[config.mk]
export PLATFORM = sky130hd
export DESIGN_NAME = rxb_rx_alloc
export DESIGN_NICKNAME = d
export VERILOG_FILES = /design/src/rtl/rxb_pkg.sv /design/src/rtl/rxb_free_map.sv /design/src/rtl/rxb_pkt_fifo.sv /design/src/rtl/rxb_page_table.sv /design/src/rtl/rxb_rx_alloc.sv
export SDC_FILE = /design/constraint.sdc
export NUM_CORES = 2
export LEC_CHECK = 0
export ABC_AREA = 0
export BUFFER_PORTS_ARGS = -buffer_cell sky130_fd_sc_hd__buf_2
export CAP_MARGIN = 20
export CORE_MARGIN = 2
export CORE_UTILIZATION = 60
export CTS_CLUSTER_SIZE = 10
export DETAILED_ROUTE_END_ITERATION = 8
export GPL_TIMING_DRIVEN = 1
export PLACE_DENSITY_LB_ADDON = 0.15
export SYNTH_ARGS = -nofsm -noshare
export SYNTH_HDL_FRONTEND = slang
export SYNTH_HIERARCHICAL = 1
export SYNTH_SLANG_ARGS = --single-unit
[constraint.sdc]
create_clock -name clk -period 20 [get_ports clk]
set_input_delay 3 -clock clk [delete_from_list [all_inputs] [get_ports clk]]
set_output_delay 3 -clock clk [all_outputs]
set_load 0.01 [all_outputs]
[src/rtl/rxb_pkg.sv]
package rxb_pkg;

  typedef enum logic [2:0] {
    ST_IDLE,
    ST_STORE,
    ST_DROP,
    ST_HDR0,
    ST_HDR1
  } rxb_state_e;

  localparam int unsigned STS_BAD_CRC = 0;
  localparam int unsigned STS_LONG    = 1;
  localparam int unsigned STS_SHORT   = 2;

  // bytes held by a number of 16-bit words
  function automatic logic [15:0] words_to_bytes(input logic [15:0] words);
    return {words[14:0], 1'b0};
  endfunction

  // header status word from the CRC result and the payload size
  function automatic logic [15:0] status_word(input logic crc_good,
                                              input logic [15:0] pay_bytes,
                                              input logic [15:0] min_b,
                                              input logic [15:0] max_b);
    logic [15:0] s;
    s = '0;
    s[STS_BAD_CRC] = !crc_good;
    s[STS_LONG]    = pay_bytes > max_b;
    s[STS_SHORT]   = pay_bytes < min_b;
    return s;
  endfunction

endpackage

[src/rtl/rxb_free_map.sv]
module rxb_free_map #(
  parameter int N  = 64,
  parameter int IW = (N > 1) ? $clog2(N) : 1
) (
  input  logic          clk,
  input  logic          rst_n,
  input  logic          take,
  input  logic [N-1:0]  free_mask,
  output logic          avail,
  output logic [IW-1:0] idx
);

  logic [N-1:0] used_q;
  logic [N-1:0] take_mask;

  // lowest free entry wins
  always_comb begin
    avail = 1'b0;
    idx   = '0;
    for (int i = N - 1; i >= 0; i--) begin
      if (!used_q[i]) begin
        avail = 1'b1;
        idx   = IW'(i);
      end
    end
  end

  always_comb begin
    take_mask = '0;
    if (take && avail) take_mask[idx] = 1'b1;
  end

  always_ff @(posedge clk) begin
    if (!rst_n) used_q <= '0;
    else        used_q <= (used_q & ~free_mask) | take_mask;
  end

endmodule

[src/rtl/rxb_pkt_fifo.sv]
module rxb_pkt_fifo #(
  parameter int DEPTH = 64,
  parameter int W     = 6,
  parameter int PW    = (DEPTH > 1) ? $clog2(DEPTH) : 1,
  parameter int CW    = $clog2(DEPTH + 1)
) (
  input  logic         clk,
  input  logic         rst_n,
  input  logic         push,
  input  logic [W-1:0] din,
  input  logic         pop,
  output logic [W-1:0] head,
  output logic         empty,
  output logic [CW-1:0] count
);

  logic [W-1:0]  slot_q [DEPTH];
  logic [PW-1:0] wp_q, rp_q;
  logic          do_push, do_pop;

  assign empty   = (count == '0);
  assign do_pop  = pop && !empty;
  assign do_push = push && (int'(count) < DEPTH);
  assign head    = slot_q[rp_q];

  function automatic logic [PW-1:0] bump(input logic [PW-1:0] p);
    return (int'(p) == DEPTH - 1) ? '0 : p + 1'b1;
  endfunction

  always_ff @(posedge clk) begin
    if (do_push) slot_q[wp_q] <= din;
  end

  always_ff @(posedge clk) begin
    if (!rst_n) begin
      wp_q  <= '0;
      rp_q  <= '0;
      count <= '0;
    end else begin
      if (do_push) wp_q <= bump(wp_q);
      if (do_pop)  rp_q <= bump(rp_q);
      if (do_push && !do_pop)      count <= count + 1'b1;
      else if (do_pop && !do_push) count <= count - 1'b1;
    end
  end

endmodule

[src/rtl/rxb_page_table.sv]
module rxb_page_table #(
  parameter int NUM_PKTS  = 64,
  parameter int NUM_PAGES = 32,
  parameter int MAX_PAGES = 4,
  parameter int PKT_W     = $clog2(NUM_PKTS),
  parameter int PG_W      = $clog2(NUM_PAGES),
  parameter int SLOT_W    = (MAX_PAGES > 1) ? $clog2(MAX_PAGES) : 1,
  parameter int CNT_W     = $clog2(MAX_PAGES + 1)
) (
  input  logic                       clk,
  input  logic                       rst_n,
  // append a page to a packet's list
  input  logic                       wr_en,
  input  logic [PKT_W-1:0]           wr_pkt,
  input  logic [SLOT_W-1:0]          wr_slot,
  input  logic [PG_W-1:0]            wr_page,
  // two lookup ports: slot -> page
  input  logic [1:0][PKT_W-1:0]      lk_pkt,
  input  logic [1:0][SLOT_W-1:0]     lk_slot,
  output logic [1:0][PG_W-1:0]       lk_page,
  // two free ports: packet -> mask of owned pages
  input  logic [1:0][PKT_W-1:0]      fr_pkt,
  output logic [1:0][NUM_PAGES-1:0]  fr_mask
);

  logic [PG_W-1:0]  pg_q  [NUM_PKTS][MAX_PAGES];
  logic [CNT_W-1:0] cnt_q [NUM_PKTS];

  always_ff @(posedge clk) begin
    if (wr_en) pg_q[wr_pkt][wr_slot] <= wr_page;
  end

  always_ff @(posedge clk) begin
    if (!rst_n) begin
      for (int p = 0; p < NUM_PKTS; p++) cnt_q[p] <= '0;
    end else if (wr_en) begin
      cnt_q[wr_pkt] <= CNT_W'(wr_slot) + 1'b1;
    end
  end

  for (genvar g = 0; g < 2; g++) begin : g_port
    assign lk_page[g] = pg_q[lk_pkt[g]][lk_slot[g]];

    always_comb begin
      fr_mask[g] = '0;
      for (int s = 0; s < MAX_PAGES; s++) begin
        if (s < int'(cnt_q[fr_pkt[g]])) fr_mask[g][pg_q[fr_pkt[g]][s]] = 1'b1;
      end
    end
  end

endmodule

[src/rtl/rxb_rx_alloc.sv]
module rxb_rx_alloc
  import rxb_pkg::*;
#(
  parameter int NUM_PKTS        = 64,
  parameter int NUM_PAGES       = 32,
  parameter int PAGE_WORDS      = 1024,
  parameter int MAX_PAGES       = 4,
  parameter int MIN_FRAME_BYTES = 64,
  parameter int MAX_FRAME_BYTES = 1518,
  parameter int PKT_W           = $clog2(NUM_PKTS),
  parameter int PG_W            = $clog2(NUM_PAGES),
  parameter int OFF_W           = $clog2(PAGE_WORDS),
  parameter int WIDX_W          = $clog2(MAX_PAGES * PAGE_WORDS + 1)
) (
  input  logic                   clk,
  input  logic                   rst_n,
  input  logic                   rx_enable,
  input  logic                   allow_bad_crc,
  input  logic                   rx_valid,
  input  logic [15:0]            rx_data,
  input  logic                   rx_last,
  input  logic                   rx_crc_ok,
  input  logic                   rel_cmd,
  output logic                   rx_irq,
  output logic [PKT_W-1:0]       rx_head_pkt,
  output logic                   mem_we,
  output logic [PG_W+OFF_W-1:0]  mem_addr,
  output logic [15:0]            mem_wdata,
  input  logic [PKT_W-1:0]       tr_pkt,
  input  logic [WIDX_W-1:0]      tr_word,
  output logic [PG_W+OFF_W-1:0]  tr_addr
);

  localparam int SLOT_W = (MAX_PAGES > 1) ? $clog2(MAX_PAGES) : 1;
  localparam int QCNT_W = $clog2(NUM_PKTS + 1);
  localparam int ADDR_W = PG_W + OFF_W;
  localparam logic [15:0] MIN_B = 16'(MIN_FRAME_BYTES);
  localparam logic [15:0] MAX_B = 16'(MAX_FRAME_BYTES);

  rxb_state_e          st_q;
  logic [PKT_W-1:0]    cur_pkt_q;
  logic [WIDX_W-1:0]   widx_q;
  logic                crc_q;

  // named internal events
  logic ev_start, ev_blocked, ev_cross, ev_grow, ev_overrun;
  logic ev_store, ev_hdr0, ev_hdr1, ev_push, ev_crc_drop, ev_pop;
  logic push_ok;

  logic              pkt_avail, page_avail;
  logic [PKT_W-1:0]  pkt_idx;
  logic [PG_W-1:0]   page_idx;
  logic [NUM_PKTS-1:0]  pkt_free_mask;
  logic [NUM_PAGES-1:0] page_free_mask;

  logic [OFF_W-1:0]  woff;
  logic [WIDX_W-1:0] wslot_full;
  logic [SLOT_W-1:0] wslot;

  logic [1:0][PKT_W-1:0]     lk_pkt, fr_pkt;
  logic [1:0][SLOT_W-1:0]    lk_slot;
  logic [1:0][PG_W-1:0]      lk_page;
  logic [1:0][NUM_PAGES-1:0] fr_mask;

  logic              fifo_empty;
  logic [QCNT_W-1:0] fifo_cnt;

  logic [ADDR_W-1:0] wr_addr_d;
  logic [15:0]       wr_data_d;
  logic              wr_en_d;
  logic [15:0]       pay_bytes;

  // ---------------- event decode ----------------
  assign woff       = widx_q[OFF_W-1:0];
  assign wslot_full = widx_q >> OFF_W;
  assign wslot      = SLOT_W'(wslot_full);

  assign ev_start    = (st_q == ST_IDLE) && rx_valid && rx_enable && pkt_avail && page_avail;
  assign ev_blocked  = (st_q == ST_IDLE) && rx_valid && !ev_start;
  assign ev_cross    = (st_q == ST_STORE) && rx_valid && (woff == '0);
  assign ev_grow     = ev_cross && (int'(wslot_full) < MAX_PAGES) && page_avail;
  assign ev_overrun  = ev_cross && !ev_grow;
  assign ev_store    = ev_start || ((st_q == ST_STORE) && rx_valid && !ev_overrun);
  assign ev_hdr0     = (st_q == ST_HDR0);
  assign ev_hdr1     = (st_q == ST_HDR1);
  assign push_ok     = crc_q || allow_bad_crc;
  assign ev_push     = ev_hdr1 && push_ok;
  assign ev_crc_drop = ev_hdr1 && !push_ok;
  assign ev_pop      = rel_cmd && !fifo_empty;

  // ---------------- allocators ----------------
  rxb_free_map #(.N(NUM_PKTS), .IW(PKT_W)) u_pkt_map (
    .clk       (clk),
    .rst_n     (rst_n),
    .take      (ev_start),
    .free_mask (pkt_free_mask),
    .avail     (pkt_avail),
    .idx       (pkt_idx)
  );

  rxb_free_map #(.N(NUM_PAGES), .IW(PG_W)) u_page_map (
    .clk       (clk),
    .rst_n     (rst_n),
    .take      (ev_start || ev_grow),
    .free_mask (page_free_mask),
    .avail     (page_avail),
    .idx       (page_idx)
  );

  always_comb begin
    pkt_free_mask = '0;
    if (ev_overrun || ev_crc_drop) pkt_free_mask[cur_pkt_q] = 1'b1;
    if (ev_pop)                    pkt_free_mask[rx_head_pkt] = 1'b1;
  end

  always_comb begin
    page_free_mask = '0;
    if (ev_overrun || ev_crc_drop) page_free_mask = page_free_mask | fr_mask[0];
    if (ev_pop)                    page_free_mask = page_free_mask | fr_mask[1];
  end

  // ---------------- page table ----------------
  assign lk_pkt[0]  = cur_pkt_q;
  assign lk_slot[0] = (ev_hdr0 || ev_hdr1) ? '0 : wslot;
  assign lk_pkt[1]  = tr_pkt;
  assign lk_slot[1] = SLOT_W'(tr_word >> OFF_W);
  assign fr_pkt[0]  = cur_pkt_q;
  assign fr_pkt[1]  = rx_head_pkt;

  rxb_page_table #(
    .NUM_PKTS (NUM_PKTS),
    .NUM_PAGES(NUM_PAGES),
    .MAX_PAGES(MAX_PAGES),
    .PKT_W    (PKT_W),
    .PG_W     (PG_W),
    .SLOT_W   (SLOT_W)
  ) u_table (
    .clk     (clk),
    .rst_n   (rst_n),
    .wr_en   (ev_start || ev_grow),
    .wr_pkt  (ev_start ? pkt_idx : cur_pkt_q),
    .wr_slot (ev_start ? '0 : wslot),
    .wr_page (page_idx),
    .lk_pkt  (lk_pkt),
    .lk_slot (lk_slot),
    .lk_page (lk_page),
    .fr_pkt  (fr_pkt),
    .fr_mask (fr_mask)
  );

  assign tr_addr = {lk_page[1], tr_word[OFF_W-1:0]};

  // ---------------- receive queue ----------------
  rxb_pkt_fifo #(.DEPTH(NUM_PKTS), .W(PKT_W), .CW(QCNT_W)) u_queue (
    .clk   (clk),
    .rst_n (rst_n),
    .push  (ev_push),
    .din   (cur_pkt_q),
    .pop   (rel_cmd),
    .head  (rx_head_pkt),
    .empty (fifo_empty),
    .count (fifo_cnt)
  );

  assign rx_irq = !fifo_empty;

  // ---------------- write port ----------------
  assign pay_bytes = words_to_bytes(16'(widx_q) - 16'd2);

  always_comb begin
    wr_en_d   = 1'b0;
    wr_addr_d = '0;
    wr_data_d = rx_data;
    if (ev_start) begin
      wr_en_d   = 1'b1;
      wr_addr_d = {page_idx, OFF_W'(2)};
    end else if (ev_store) begin
      wr_en_d   = 1'b1;
      wr_addr_d = ev_grow ? {page_idx, OFF_W'(0)} : {lk_page[0], woff};
    end else if (ev_hdr0) begin
      wr_en_d   = 1'b1;
      wr_addr_d = {lk_page[0], OFF_W'(0)};
      wr_data_d = status_word(crc_q, pay_bytes, MIN_B, MAX_B);
    end else if (ev_hdr1) begin
      wr_en_d   = 1'b1;
      wr_addr_d = {lk_page[0], OFF_W'(1)};
      wr_data_d = words_to_bytes(16'(widx_q));
    end
  end

  always_ff @(posedge clk) begin
    if (!rst_n) begin
      mem_we    <= 1'b0;
      mem_addr  <= '0;
      mem_wdata <= '0;
    end else begin
      mem_we    <= wr_en_d;
      mem_addr  <= wr_addr_d;
      mem_wdata <= wr_data_d;
    end
  end

  // ---------------- frame state ----------------
  always_ff @(posedge clk) begin
    if (!rst_n) begin
      st_q      <= ST_IDLE;
      cur_pkt_q <= '0;
      widx_q    <= '0;
      crc_q     <= 1'b0;
    end else begin
      case (st_q)
        ST_IDLE: begin
          if (ev_start) begin
            cur_pkt_q <= pkt_idx;
            widx_q    <= WIDX_W'(3);
            crc_q     <= rx_crc_ok;
            st_q      <= rx_last ? ST_HDR0 : ST_STORE;
          end else if (ev_blocked && !rx_last) begin
            st_q <= ST_DROP;
          end
        end
        ST_STORE: begin
          if (rx_valid) begin
            if (ev_overrun) begin
              st_q <= rx_last ? ST_IDLE : ST_DROP;
            end else begin
              widx_q <= widx_q + 1'b1;
              if (rx_last) begin
                crc_q <= rx_crc_ok;
                st_q  <= ST_HDR0;
              end
            end
          end
        end
        ST_DROP:  if (rx_valid && rx_last) st_q <= ST_IDLE;
        ST_HDR0:  st_q <= ST_HDR1;
        ST_HDR1:  st_q <= ST_IDLE;
        default:  st_q <= ST_IDLE;
      endcase
    end
  end

endmodule

### Yosys cells after proc, flatten, opt, wreduce, memory -nomap -nowiden

Memory sizes are Yosys's and may differ from the RTL's. A register that Yosys moved wholly into a read port is not among the register bits.
Cells that the tools add are included.

| word-level totals | value |
|---|---|
| register bits | 170 |
| RAM bits | 1856 |
| input bits | 43 |
| output and inout bits | 54 |
| logic and storage cells | 444 |
| memories kept | 3 |

Memories:

| name | words | width | rd ports | clocked after Yosys merged registers in | write ports | line | source |
|---|---|---|---|---|---|---|---|
| u_table.pg_q | 64 | 20 | 3 | 1 | 1 | rxb_page_table.sv:26 | `logic [PG_W-1:0] pg_q [NUM_PKTS][MAX_PAGES];` |
| u_queue.slot_q | 64 | 6 | 1 | 1 | 1 | rxb_pkt_fifo.sv:17 | `logic [W-1:0] slot_q [DEPTH];` |
| u_table.cnt_q | 64 | 3 | 2 | 1 | 64 | rxb_page_table.sv:27 | `logic [CNT_W-1:0] cnt_q [NUM_PKTS];` |

| operators by class | value |
|---|---|
| add/subtract/negate cells | 7 |
| $lt $le $gt $ge | 40 |
| equal/unequal tests | 13 |
| muxes and demuxes | 292 |
| bitwise gates (word level) | 18 |
| reductions and logical operators | 58 |

Operators by type and width:

| kind | count |
|---|---|
| 6-bit two-way mux | 74 |
| 32-bit two-way mux | 11 |
| 32-bit OR | 8 |
| 64-bit two-way mux | 3 |
| 5-bit two-way mux | 37 |
| 64-bit OR | 2 |
| 1-bit two-way mux | 123 |
| 15-bit two-way mux | 5 |
| 64-bit AND | 1 |
| 16-bit two-way mux | 4 |
| 64-bit inverter | 1 |
| 5-bit by 6-bit < comparator with 1-bit output (second input constant) | 9 |
| 1-bit demux with 5-bit select | 9 |
| 5-bit by 1-bit >= comparator with 1-bit output (second input constant) | 9 |
| 13-bit two-way mux | 3 |
| 1-bit logical AND | 34 |
| 32-bit AND | 1 |
| 32-bit inverter | 1 |
| 13-bit one-hot mux with 2 select lines | 1 |
| 6-bit by 7-bit < comparator with 1-bit output (second input constant) | 3 |
| 3-bit two-way mux | 7 |
| 5-bit binary-select mux with 2-bit select | 2 |
| 20-bit two-way mux | 1 |
| 1-bit demux with 6-bit select | 3 |
| other kinds (39) | 76 |

### Depth between registers and ports, before layout

| depth | value |
|---|---|
| word-level depth | 73 |
| gate-level depth with buffers | 28 |
| mapped depth without buffers | 16 |

### Modules after synthesis

Netlist, hierarchy kept.

By module, submodules not included:

| module | times used | cells each | area each (sq um) | seq. area each (sq um) |
|---|---|---|---|---|
| rxb_page_table | 1 | 5220 | 93643.6 | 44202.4 |
| rxb_pkt_fifo | 1 | 901 | 16484.6 | 12031.5 |
| rxb_rx_alloc | 1 | 470 | 3897.5 | 1101.1 |
| rxb_free_map (u_pkt_map) | 1 | 388 | 3325.7 | 1281.2 |
| rxb_free_map (u_page_map) | 1 | 198 | 1675.4 | 640.6 |

### Least setup slack after synthesis

Ideal clock, no wire load.

| timing | value |
|---|---|
| kind | register to register |
| start point | reg u_page_map.used_q[1] |
| end point | mem u_table/pg_q[0][14] (netlist bit) (data pin) |
| library setup time | 1.586 ns |
| arrival time | 7.889 ns |
| data required time | 18.414 ns |
| setup slack | 10.525 ns |
| cell stages (with the launch flop) | 5 |
| path buffers | 0 |
| period minus slack after synthesis | 9.475 ns |
| cell sequence | dfxtp_1 > nand4_4 > or2_4 > nand2b_4 > a21oi_1 |

| on the way | value |
|---|---|
| cells in the longest elaborated chain, start to end | 2 |

Ends and longest elaborated chain:

| element | line | source |
|---|---|---|
| start, declared | rxb_free_map.sv:13 | `logic [N-1:0] used_q;` |
| start signal, assigned | rxb_free_map.sv:35 | `else used_q <= (used_q & ~free_mask) \| take_mask;` |
| 5-bit two-way mux (2 in series) | rxb_free_map.sv:21 | `if (!used_q[i]) begin` |
| via page_idx[4] | rxb_rx_alloc.sv:52 | `logic [PG_W-1:0] page_idx;` |
| end, declared | rxb_page_table.sv:26 |  |

The timed path passes the listed nets, and every way through them passes these cells.

### Final worst setup path

| timing | value |
|---|---|
| start point | in tr_pkt[0] |
| end point | out tr_addr[13] |

| on the way | value |
|---|---|
| cells in the longest elaborated chain, start to end | 4 |

Ends and longest elaborated chain:

| element | line | source |
|---|---|---|
| start, declared | rxb_rx_alloc.sv:29 | `input logic [PKT_W-1:0] tr_pkt,` |
| memory read 64 x 20 bit | n/a |  |
| 5-bit binary-select mux with 2-bit select | rxb_page_table.sv:42 | `assign lk_page[g] = pg_q[lk_pkt[g]][lk_slot[g]];` |
| 5-bit two-way mux (implied by the code) (2 in series) | rxb_page_table.sv:42 |  |
| end, declared | rxb_rx_alloc.sv:31 | `output logic [PG_W+OFF_W-1:0] tr_addr` |

Every way passes these cells. The select of a mux whose other input is x is not followed.

==> flow_summary.toml <==
[outcome]
status = "complete, but fails checks"
violations = "DRC, slew limit"

[timing]
drv_slew = 4
fin_skew_ns = 0.0673
finalSetupViolCount = 0
hold_viol = 0
max_slew_margin_pct = -6.10
min_period_ns = 11.58
setup-tns-final_ns = 0
setup_ws_ns = 8.42
rsz0062_at_grt = "false"
clock.fmax_ghz = 0.0864
worst_pin_slew_ns = 1.59
fin_crit_sh_pct = 57.9

[floorplanning]
die_h_um = 449
io_pins = 97
start_util_pct = 60.4
die_x_um = 449
core_um2 = 197000
dieArea_um2 = 202000
std_cell_rows = 163

[power]
power_mw = 11.2
p_int_mw = 7.66
swShare_pct = 31.3
clock_power_share_pct = 35.1
switching_power_mw = 3.49
p_leak_nw = 40.8
combinationalPowerShare_pct = 22.9
powerDensity_nw_per_um2 = 87.6
peakVddDrop_v = 0.000110
p_seq_share_pct = 42.0

[yosys]
synth_fp_nets = 7240
ys.flop_type = "edfxtp_1"
syn_area_um2 = 119000
synth_cells = 7177
synth_cell_types = 128
syn_area_per_cell_um2 = 16.6
ys_seq_area_share_pct = 49.8
yosysWarnings = 6
synth-seq-cells = 2032
synth-edff-count = 1856
async_reset_ff_share_pct = 0

[clock_tree]
h-tree-depth = 4
cts_inserted_buffers = 231
cts.repair.resized = 0
hold_buffers = 0
cts_buffer_depth = 3
clock_latency_ns = 0.92
postCtsSetupRepairBufs = 0
cts_root_buffer = "clkbuf_16"
clkTransAtPathRegs_ns = 0.06
clkSinkCount = 2032
cts_tree = "yes"

[worst_setup_path]
required_ns = 17.00
cp-end-kind = "output port"
cpMostUsedCell = "mux4_2"
critical-path-slowest-cell = "buf_4"
worstPathMaxFanout = 70
crit_type = "in -> out"
max_stage_delay_ns = 0.82
reg2regPathDepth = 20
worstPathArrival_ns = 8.58
r2r_slack_ns = 10.63
path_cells = "buf_8, buf_4, buf_4, buf_4, mux4_2, mux4_2, mux4_2, mux4_2, buf_2"
startpoint_type = "primary input"
r2r-end = "u_page_map/used_q[14]"

[global_route]
antenna_found_initial = 27
grt_max_degree = 115
grt_pass1_wl_mm = 591
overflow = 0
groute.usage.overall_pct = 41.9
grt_pass1_vias = 76600

[placement]
port-buffer-count = 75
place_hpwl_mm = 281
dp_slack_ns = 8.35
gp_congestion = 1.06
placedCellCount = 9410

[final_layout]
layout-drive-gt1-share_pct = 33.0
final_util_pct = 64.6
fill_cells = 13700
multi_input_area_um2 = 56000
register_area_um2 = 59300
final_nets = 7071
final_cell_count_no_fill = 9779
area_growth_pct = 7.03

[route]
drtPass1Iterations = 9
vias = 81300
drc = 1
drt_iter0_drc = 15400
routed_wl_mm = 424
postRouteAntennaNets = 0
vias_per_cell = 8.31
drt-wirelength-per-cell_um = 43.4

[min_path]
hold_class = "reg -> reg"
hold_depth = 2
min_from = "u_queue/rp_q[1]"

[flow_run]
cap_violations = 0
[kinds of logic (layout without fill, tap and decap cells)]
logic type	count (synthesis)	count (layout)	share of synthesized area, %
simple gates	1589	1589	6.79
compound gates	938	938	5.80
mux	1892	1892	33.9
other cells	0	23	0
fa+ha+maj	20	20	0.217
buf+inv	689	628	3.36
flops	2032	2032	49.8
xor+xnor	17	17	0.125
[layout by cell type, fill, tap and decap left out, types with 45 or more instances in the layout]
cell / count
o22ai_1: 107
mux4_1: 58
nor2_1: 613
mux4_2: 1636
edfxtp_1: 1856
nand2b_1: 48
a22oi_1: 139
dfxtp_1: 167
mux2i_1: 172
nand4_1: 45
nand2_1: 282
o221ai_1: 63
nor2b_1: 103
and2_1: 48
buf_2: 70
buf_4: 155
clkbuf_16: 233
a21oi_1: 55
nand3_1: 90
o21ai_0: 141
clkbuf_1: 68
nand3b_1: 115
[Yosys cell counts (57+ instances only)]
cell      number  area share, %
dfxtp_1      176            3.0
buf_6         67           0.63
edfxtp_1    1856             47
buf_4         85           0.54
o221ai_1      63           0.46
a22oi_1      139           0.88
clkbuf_1     287           0.91
mux4_2      1636             31
o22ai_1      107           0.56
mux2i_1      172            1.4
nand3_1       93           0.39
a21oi_1       57           0.24
nor2_1       622            2.0
o21ai_0      141           0.59
nand2_1      286           0.90
mux4_1        58            1.3
nor2b_1      111           0.58
nand3b_1     115           0.73
buf_2        149           0.63
[state kept, by name, indices dropped and copies added, names as in the netlist, named ones only]
name	count
crc_q	1
st_q	3
u_queue/slot_q	384
u_pkt_map/used_q	64
widx_q	13
mem_we	1
mem_addr	15
u_table/pg_q	1280
cur_pkt_q	6
u_queue/count	7
u_queue/wp_q	6
u_queue/rp_q	6
mem_wdata	16
u_table/cnt_q	192
u_page_map/used_q	32
[cell type report]
| class | instances | share of cell area (%) |
|---|---|---|
| clock inverters | 36 | 0.470 |
| multi-input cells | 4456 | 43.9 |
| well taps | 2640 | 2.59 |
| flip-flops and latches | 2032 | 46.5 |
| repair buffers | 243 | 1.46 |
| inverters | 44 | 0.134 |
| clock buffers | 305 | 4.82 |
| diodes | 23 | 0.0452 |
[metrics by stage]
stage          area, um^2  hold WS [ns]
6_report           127000         0.493
5_1_grt            127000         0.526
4_1_cts            127000         0.495
3_5_place_dp       120000         0.481
3_3_place_gp       120000         0.477
2_1_floorplan      119000         0.452
[worst max-delay path, delay by kind of cell]
kind | cells | cell delay [ns]
buf+inv | 5 | 3.00
mux | 4 | 2.34
[power groups by stage]
| stage | Clock (mW) | Combinational, mW | Sequential, mW |
|---|---|---|---|
| floorplan | 0 | 1.70 | 4.76 |
| global placement | 0 | 2.43 | 4.77 |
| detailed placement | 0 | 2.44 | 4.77 |
| CTS | 3.93 | 2.44 | 4.69 |
| global route | 4.09 | 2.58 | 4.69 |
| finish | 3.91 | 2.56 | 4.69 |
[per-layer routing]
layer | part of all wire [%] | up-vias | wire length, um | track usage [%]
met5 | 0.058 | - | 246 | 0.0237
met4 | 7.9 | 24 | 33600 | 26.6
met3 | 16 | 1476 | 69200 | 16.9
met2 | 43 | 7651 | 183000 | 58.9
li1 | - | 30400 | - | -
met1 | 33 | 41700 | 138000 | 54.7
[worst max path at each step]
| stage | from | to |
|---|---|---|
| after global routing | tr_pkt[0] | tr_addr[13] |
| after floorplan | u_page_map/used_q[1] | u_table/pg_q[0][14] |
| after CTS | tr_pkt[0] | tr_addr[14] |
| after global placement | tr_pkt[0] | tr_addr[14] |
| final | tr_pkt[0] | tr_addr[13] |
| after detailed placement | tr_pkt[0] | tr_addr[14] |
(Power assumes the default switching activity.)
